--- src/rtl/soc_seq_pkg.sv ---
package soc_seq_pkg;
    localparam int WIN_W  = 6;
    localparam int CHAN_W = 4;
    localparam int TSEL_W = 5;
    localparam int N_TMR  = 4;
    localparam int N_EXT  = 8;
    localparam int N_TSEL = 1 << TSEL_W;

    // Field positions are fixed by the software-visible word layout.
    typedef struct packed {
        logic [TSEL_W-1:0] tsel;
        logic              spare;
        logic [CHAN_W-1:0] chan;
        logic [WIN_W-1:0]  win;
    } ctl_word_t;

    typedef enum logic [1:0] {
        RTG_NONE  = 2'd0,
        RTG_LINE1 = 2'd1,
        RTG_LINE2 = 2'd2,
        RTG_OFF   = 2'd3
    } rtg_sel_e;

    typedef enum logic [1:0] {
        ST_IDLE,
        ST_SAMPLE,
        ST_CONVERT
    } seq_state_e;
endpackage

--- src/rtl/soc_slot_bank.sv ---
module soc_slot_bank #(
    parameter int N_SLOTS = 16,
    localparam int IDX_W  = $clog2(N_SLOTS)
) (
    input  logic               clk,
    input  logic               rst_n,
    input  logic [N_SLOTS-1:0] hit,
    input  logic               take_valid,
    input  logic [IDX_W-1:0]   take_idx,
    input  logic               ovf_clr_we,
    input  logic [N_SLOTS-1:0] ovf_clr_mask,
    output logic [N_SLOTS-1:0] pending,
    output logic [N_SLOTS-1:0] overflow
);
    for (genvar g = 0; g < N_SLOTS; g++) begin : g_slot
        logic pend_r;
        logic ovf_r;
        logic take;

        assign take = take_valid && (take_idx == IDX_W'(g));

        always_ff @(posedge clk) begin
            if (!rst_n) begin
                pend_r <= 1'b0;
                ovf_r  <= 1'b0;
            end else begin
                pend_r <= hit[g] | (pend_r & ~take);
                ovf_r  <= (hit[g] & pend_r & ~take)
                        | (ovf_r & ~(ovf_clr_we & ovf_clr_mask[g]));
            end
        end

        assign pending[g]  = pend_r;
        assign overflow[g] = ovf_r;
    end
endmodule

--- src/rtl/soc_rr_arbiter.sv ---
module soc_rr_arbiter #(
    parameter int N_SLOTS = 16,
    localparam int IDX_W  = $clog2(N_SLOTS)
) (
    input  logic [N_SLOTS-1:0] req,
    input  logic [IDX_W-1:0]   last_idx,
    output logic               gnt_valid,
    output logic [IDX_W-1:0]   gnt_idx
);
    // Scan from the farthest offset down, so the nearest requester after last_idx is kept.
    always_comb begin
        gnt_valid = 1'b0;
        gnt_idx   = '0;
        for (int off = N_SLOTS; off >= 1; off--) begin
            if (req[(int'(last_idx) + off) % N_SLOTS]) begin
                gnt_valid = 1'b1;
                gnt_idx   = IDX_W'((int'(last_idx) + off) % N_SLOTS);
            end
        end
    end
endmodule

--- src/rtl/soc_conv_stub.sv ---
module soc_conv_stub #(
    parameter int CONV_LAT = 4,
    parameter int CHAN_W   = 4,
    parameter int RES_W    = 12,
    localparam int SEQ_W   = RES_W - CHAN_W,
    localparam int CNT_W   = $clog2(CONV_LAT + 1)
) (
    input  logic              clk,
    input  logic              rst_n,
    input  logic              start,
    input  logic [CHAN_W-1:0] chan,
    output logic              done,
    output logic [RES_W-1:0]  data
);
    logic              run_q;
    logic [CNT_W-1:0]  cnt_q;
    logic [CHAN_W-1:0] chan_q;
    logic [SEQ_W-1:0]  seq_q;

    always_ff @(posedge clk) begin
        if (!rst_n) begin
            run_q  <= 1'b0;
            cnt_q  <= '0;
            chan_q <= '0;
            seq_q  <= '0;
        end else if (start) begin
            run_q  <= 1'b1;
            cnt_q  <= CNT_W'(CONV_LAT - 1);
            chan_q <= chan;
        end else if (run_q) begin
            if (cnt_q == '0) begin
                run_q <= 1'b0;
                seq_q <= seq_q + 1'b1;
            end else begin
                cnt_q <= cnt_q - 1'b1;
            end
        end
    end

    assign done = run_q && (cnt_q == '0);
    assign data = {chan_q, seq_q};
endmodule

--- src/rtl/soc_sequencer.sv ---
module soc_sequencer
    import soc_seq_pkg::*;
#(
    parameter int N_SLOTS  = 16,
    parameter int RES_W    = 12,
    parameter int CONV_LAT = 4,
    parameter int MIN_WIN  = 6,
    localparam int IDX_W   = $clog2(N_SLOTS)
) (
    input  logic               clk,
    input  logic               rst_n,
    input  logic               cfg_we,
    input  logic [IDX_W-1:0]   cfg_idx,
    input  logic [15:0]        cfg_word,
    input  logic               rtg_we,
    input  logic [1:0]         rtg_sel,
    input  logic               force_we,
    input  logic [N_SLOTS-1:0] force_mask,
    input  logic               ovf_clr_we,
    input  logic [N_SLOTS-1:0] ovf_clr_mask,
    input  logic [N_TMR-1:0]   tmr_trig,
    input  logic [N_EXT-1:0]   ext_trig,
    input  logic [IDX_W-1:0]   int1_slot,
    input  logic [IDX_W-1:0]   int2_slot,
    input  logic [IDX_W-1:0]   rd_idx,
    output logic [RES_W-1:0]   rd_data,
    output logic [N_SLOTS-1:0] pending,
    output logic [N_SLOTS-1:0] overflow,
    output logic               busy,
    output logic               res_we,
    output logic [IDX_W-1:0]   res_slot,
    output logic [RES_W-1:0]   res_data,
    output logic               int1,
    output logic               int2
);
    localparam int PAD_W = N_TSEL - 1 - N_TMR - N_EXT;

    // Configuration storage
    ctl_word_t                       w_in;
    logic                            unused_spare;
    logic [N_SLOTS-1:0][TSEL_W-1:0]  cfg_tsel;
    logic [N_SLOTS-1:0][CHAN_W-1:0]  cfg_chan;
    logic [N_SLOTS-1:0][WIN_W-1:0]   cfg_win;
    logic [N_SLOTS-1:0][1:0]         cfg_rtg;

    assign w_in         = cfg_word;
    assign unused_spare = w_in.spare;

    always_ff @(posedge clk) begin
        if (!rst_n) begin
            cfg_tsel <= '0;
            cfg_chan <= '0;
            cfg_win  <= '0;
            cfg_rtg  <= '0;
        end else begin
            if (cfg_we) begin
                cfg_tsel[cfg_idx] <= w_in.tsel;
                cfg_chan[cfg_idx] <= w_in.chan;
                cfg_win[cfg_idx]  <= w_in.win;
            end
            if (rtg_we) cfg_rtg[cfg_idx] <= rtg_sel;
        end
    end

    // Trigger edge detection and per-slot arming
    logic [N_TMR-1:0]   tmr_q;
    logic [N_EXT-1:0]   ext_q;
    logic [N_TSEL-1:0]  evt;
    logic [N_SLOTS-1:0] hit;

    always_ff @(posedge clk) begin
        if (!rst_n) begin
            tmr_q <= '0;
            ext_q <= '0;
        end else begin
            tmr_q <= tmr_trig;
            ext_q <= ext_trig;
        end
    end

    assign evt = {{PAD_W{1'b0}}, ext_trig & ~ext_q, tmr_trig & ~tmr_q, 1'b0};

    for (genvar g = 0; g < N_SLOTS; g++) begin : g_hit
        assign hit[g] = evt[cfg_tsel[g]]
                      | (force_we & force_mask[g])
                      | ((cfg_rtg[g] == RTG_LINE1) & int1)
                      | ((cfg_rtg[g] == RTG_LINE2) & int2);
    end

    // Controller state
    seq_state_e         state_q, state_d;
    logic [WIN_W-1:0]   cnt_q, cnt_d;
    logic [WIN_W-1:0]   win_q, win_d;
    logic [CHAN_W-1:0]  chan_q, chan_d;
    logic [IDX_W-1:0]   cur_q, cur_d;
    logic [IDX_W-1:0]   last_q, last_d;
    logic               take;
    logic               conv_start;
    logic               conv_done;
    logic [RES_W-1:0]   conv_data;
    logic               gnt_valid;
    logic [IDX_W-1:0]   gnt_idx;

    soc_slot_bank #(.N_SLOTS(N_SLOTS)) u_bank (
        .clk          (clk),
        .rst_n        (rst_n),
        .hit          (hit),
        .take_valid   (take),
        .take_idx     (gnt_idx),
        .ovf_clr_we   (ovf_clr_we),
        .ovf_clr_mask (ovf_clr_mask),
        .pending      (pending),
        .overflow     (overflow)
    );

    soc_rr_arbiter #(.N_SLOTS(N_SLOTS)) u_arb (
        .req       (pending),
        .last_idx  (last_q),
        .gnt_valid (gnt_valid),
        .gnt_idx   (gnt_idx)
    );

    soc_conv_stub #(.CONV_LAT(CONV_LAT), .CHAN_W(CHAN_W), .RES_W(RES_W)) u_conv (
        .clk   (clk),
        .rst_n (rst_n),
        .start (conv_start),
        .chan  (chan_q),
        .done  (conv_done),
        .data  (conv_data)
    );

    always_comb begin
        state_d    = state_q;
        cnt_d      = cnt_q;
        win_d      = win_q;
        chan_d     = chan_q;
        cur_d      = cur_q;
        last_d     = last_q;
        take       = 1'b0;
        conv_start = 1'b0;
        unique case (state_q)
            ST_IDLE: begin
                if (gnt_valid) begin
                    take    = 1'b1;
                    cur_d   = gnt_idx;
                    chan_d  = cfg_chan[gnt_idx];
                    win_d   = (cfg_win[gnt_idx] < WIN_W'(MIN_WIN)) ? WIN_W'(MIN_WIN)
                                                                   : cfg_win[gnt_idx];
                    cnt_d   = '0;
                    state_d = ST_SAMPLE;
                end
            end
            ST_SAMPLE: begin
                if (cnt_q == win_q) begin
                    conv_start = 1'b1;
                    state_d    = ST_CONVERT;
                end else begin
                    cnt_d = cnt_q + 1'b1;
                end
            end
            ST_CONVERT: begin
                if (conv_done) begin
                    last_d  = cur_q;
                    state_d = ST_IDLE;
                end
            end
            default: state_d = ST_IDLE;
        endcase
    end

    always_ff @(posedge clk) begin
        if (!rst_n) begin
            state_q <= ST_IDLE;
            cnt_q   <= '0;
            win_q   <= '0;
            chan_q  <= '0;
            cur_q   <= '0;
            last_q  <= IDX_W'(N_SLOTS - 1);
        end else begin
            state_q <= state_d;
            cnt_q   <= cnt_d;
            win_q   <= win_d;
            chan_q  <= chan_d;
            cur_q   <= cur_d;
            last_q  <= last_d;
        end
    end

    // Outputs and result registers
    logic [N_SLOTS-1:0][RES_W-1:0] res_mem;

    always_ff @(posedge clk) begin
        if (!rst_n) begin
            res_we   <= 1'b0;
            res_slot <= '0;
            res_data <= '0;
            int1     <= 1'b0;
            int2     <= 1'b0;
            res_mem  <= '0;
        end else begin
            res_we <= 1'b0;
            int1   <= 1'b0;
            int2   <= 1'b0;
            if (state_q == ST_CONVERT && conv_done) begin
                res_we         <= 1'b1;
                res_slot       <= cur_q;
                res_data       <= conv_data;
                res_mem[cur_q] <= conv_data;
                int1           <= (cur_q == int1_slot);
                int2           <= (cur_q == int2_slot);
            end
        end
    end

    assign busy    = (state_q != ST_IDLE);
    assign rd_data = res_mem[rd_idx];
endmodule

--- config.mk ---
export PLATFORM = sky130hd
export DESIGN_NAME = soc_sequencer
export DESIGN_NICKNAME = d
export VERILOG_FILES = /design/src/rtl/soc_seq_pkg.sv /design/src/rtl/soc_slot_bank.sv /design/src/rtl/soc_rr_arbiter.sv /design/src/rtl/soc_conv_stub.sv /design/src/rtl/soc_sequencer.sv
export SDC_FILE = /design/constraint.sdc
export NUM_CORES = 2
export LEC_CHECK = 0
export BUFFER_PORTS_ARGS = -buffer_cell sky130_fd_sc_hd__buf_2
export CORE_ASPECT_RATIO = 2
export CORE_MARGIN = 5
export CORE_UTILIZATION = 40
export CTS_CLUSTER_DIAMETER = 120
export DETAILED_ROUTE_END_ITERATION = 8
export SKIP_CTS_REPAIR_TIMING = 1
export SLEW_MARGIN = 20
export SYNTH_ARGS = -nofsm -noshare
export SYNTH_HDL_FRONTEND = slang
export SYNTH_SLANG_ARGS = --single-unit
--- constraint.sdc ---
create_clock -name clk -period 9.9 [get_ports clk]
set_input_delay 0.99 -clock clk [delete_from_list [all_inputs] [get_ports clk]]
set_output_delay 0.99 -clock clk [all_outputs]
set_load 0.01 [all_outputs]
==> results.ini <==
[status]
status=finished clean

[global_route]
grt_start_max_net_pins=151
antenna_found_initial=9
grt_pass1_vias=23100
grt_pass1_wl_um=143000
overflow=0
grt_use_total_pct=23.1

[worst_setup_path]
path_class=reg -> reg
r2r_slack_ps=3160
path_cells=buf_4, inv_1, ha_1, buf_4, mux4_2, mux2i_1, mux2_2, a21oi_1, a2111oi_2, o21a_2, buf_4, mux2_2, o211ai_1, o211ai_1, a2111oi_4, o21ai_1
rr_worst_depth=16
cpPeakStageDelay_ps=730
cp-start-kind=register
crit_top_cell=buf_4
worst_path_max_delay_cell=o21a_2
rr_endpoint=win_q[0]
critPathArrivalTime_ps=7250
timing.rr.start=last_q[0]
critPathCaptureType=register
crit_required_ps=10410
crit_start=last_q[0]
cp_max_fo=35

[synth]
yosysSeqAreaShare_pct=38.9
synth_top_family_by_area=simple AND/OR/NAND/NOR gates
yosys.area.top_type=dfxtp_1
ys_async_sr_fraction_pct=0
synth_top_area_share_pct=38.9
synth_edf_count=0
syn-cell-area_um2=29300
synth_compound_area_share_pct=16.5
yosys.area_share.simple_pct=20.0
synthAdderAreaFrac_pct=0.470
avgSynthCellArea_um2=8.84
syn_inst=3312
syn-num-nets=3407
ys_warn_count=0
synth_cell_types=80
synthFlopType=dfxtp_1
synth-seq-cells=569
synthXorXnorAreaFrac_pct=1.36
yosys-top-cells-area=dfxtp_1, nand2_1, mux4_2
muxShareOfSynthArea_pct=17.8

[cts]
htreeDepth=2
clkLatencyLatePin_ps=640
clockBufferDepth=3
cts_root_buffer=clkbuf_16
path_clk_slew_ps=60
cts_tree=yes
numCtsBuffers=52
cts.sinks=569

[layout]
fin_nets=3360
finalNonFillerCells=4230
synthToLayoutAreaGrowth_pct=9.45
ff_latch_area_um2=11400
nFillCells=7083
final_common_cell=nand2_1
layout-drive-gt1-share_pct=14.6
multi_input_area_um2=16500
final_cell_mix=nand2_1, dfxtp_1, a21boi_0

[min_path]
hold-path-endpoint=cfg_chan[21]
hold_class=reg -> reg
hold-path-cell-count=2
worstHoldStart=cfg_chan[21]

[drt]
drt_iter0_markers=1712
drt_wl_total_um=93900
vias_per_cell=5.58
dr_total_vias=23600
antenna_left=0
avgRoutedWirePerCell_um=22.2
first_pass_iters=5
route.detailed.drc=0

[sta]
slew_viol_final=0
min_period_ps=6740
tns_ps=0
worstMarginPinSlew_ps=1180
finalClockSkew_ps=39.2
fin_crit_sh_pct=68.1
setup_viol=0
max-slew-margin-rel_pct=21.6
rsz0062_at_grt=false
fmax_ghz=0.148
hold_violations=0

[die]
ios=148
initial_core_util_pct=40.3
fp-row-count=140
core_um2=72700
dieArea_um2=79000
die_h_um=393
chipWidth_um=201

[placed_design]
io_buffer_count=146
dpl.hpwl_um=64500
dpl.cell_count=4133
gp_congestion=0.928

[power]
p_sw_w=0.00156
clock_power_share_pct=38.5
power_frac_comb_pct=15.8
pwr-share-seq_pct=45.7
p_leak_nw=10.9
power_density_nw_per_um2=166
p_int_w=0.00376
swShare_pct=29.3
peakVddDrop_mv=0.142

[flow_run]
max-cap-violations=0

how the worst max path moves through the flow:
stage / to / slack (ps) / cells after the start
floorplan: win_q[0] / 4680 / 18
finish: win_q[0] / 3160 / 16
global route: win_q[0] / 2830 / 16
global placement: win_q[0] / 3210 / 15
detailed placement: win_q[0] / 3150 / 16
CTS: win_q[0] / 3160 / 16
kinds of logic (layout without fill, tap and decap cells):
| family | Yosys count | after routing |
|---|---|---|
| XOR/XNOR | 43 | 43 |
| AND/OR/NAND/NOR | 1342 | 1342 |
| adder cells (fa/ha/maj) | 11 | 11 |
| other | 0 | 3 |
| buffers and inverters | 337 | 329 |
| multiplexers | 341 | 341 |
| AO/OA/AOI/OAI | 669 | 669 |
| flip-flops | 569 | 569 |
synth_stat cells (21+ instances only):
cell type	count
o211ai_1	25
nand3_1	48
mux4_2	140
nor2b_1	128
mux2i_1	178
a21boi_0	408
xnor2_1	25
dfxtp_1	569
clkbuf_1	216
nor3_1	44
inv_1	38
o21ai_0	111
mux2_2	21
and2_1	41
buf_1	27
nand2_1	932
nor2_1	75
buf_4	36
registers in the layout, indices dropped and copies added, names as in the netlist, 8 cells and up:
| register | flops |
|---|---|
| ext_q | 8 |
| cfg_tsel | 80 |
| u_bank.g_slot.ovf_r | 16 |
| res_data | 12 |
| u_conv.seq_q | 8 |
| u_bank.g_slot.pend_r | 16 |
| res_mem | 192 |
| cfg_chan | 64 |
| cfg_win | 96 |
| cfg_rtg | 32 |
power by group through the flow:
| stage | clock [W] | combinational [W] | sequential, W |
|---|---|---|---|
| 2_1_floorplan | 0 | 0.000599 | 0.00242 |
| 3_3_place_gp | 0 | 0.000828 | 0.00248 |
| 3_5_place_dp | 0 | 0.000834 | 0.00248 |
| 4_1_cts | 0.00209 | 0.000836 | 0.00243 |
| 5_1_grt | 0.00217 | 0.000898 | 0.00243 |
| 6_report | 0.00204 | 0.000840 | 0.00243 |
cell type report:
cell class,instances,area share (%)
Timing Repair Buffer,197,3.56
Clock buffer,73,4.43
Multi-Input combinational cell,2406,51.6
Clock inverter,20,0.769
Tap cell,923,3.60
Sequential cell,569,35.5
Antenna cell,3,0.0234
Inverter,39,0.457
stage by stage:
| step | setup slack (ps) | total power (W) | utilization [%] | hold slack (ps) | instance area [µm²] |
|---|---|---|---|---|---|
| CTS | 3160 | 0.00535 | 44.0 | 464 | 32000 |
| detailed placement | 3150 | 0.00331 | 41.7 | 455 | 30300 |
| global route | 2830 | 0.00550 | 44.1 | 480 | 32000 |
| finish | 3160 | 0.00531 | 44.1 | 461 | 32000 |
| floorplan | 4680 | 0.00302 | - | 425 | 29300 |
| global placement | 3210 | 0.00331 | 41.7 | 448 | 30300 |
per-layer routing:
metal	vias up	wire (µm)	track usage (%)	part of all wire, %
li1	11300	-	-	-
met1	11300	35800	26.1	38
met2	759	48400	42.6	52
met3	232	4730	3.32	5.0
met4	8	4920	11.2	5.2
met5	-	53	0	0.056
critical path, delay by kind of cell (launching register included):
family          cells  cell delay (ps)
flops               1              310
mux                 4             1870
compound gates      7             2360
fa+ha+maj           1              410
buf+inv             4             1670
(Power assumes the default switching activity.)
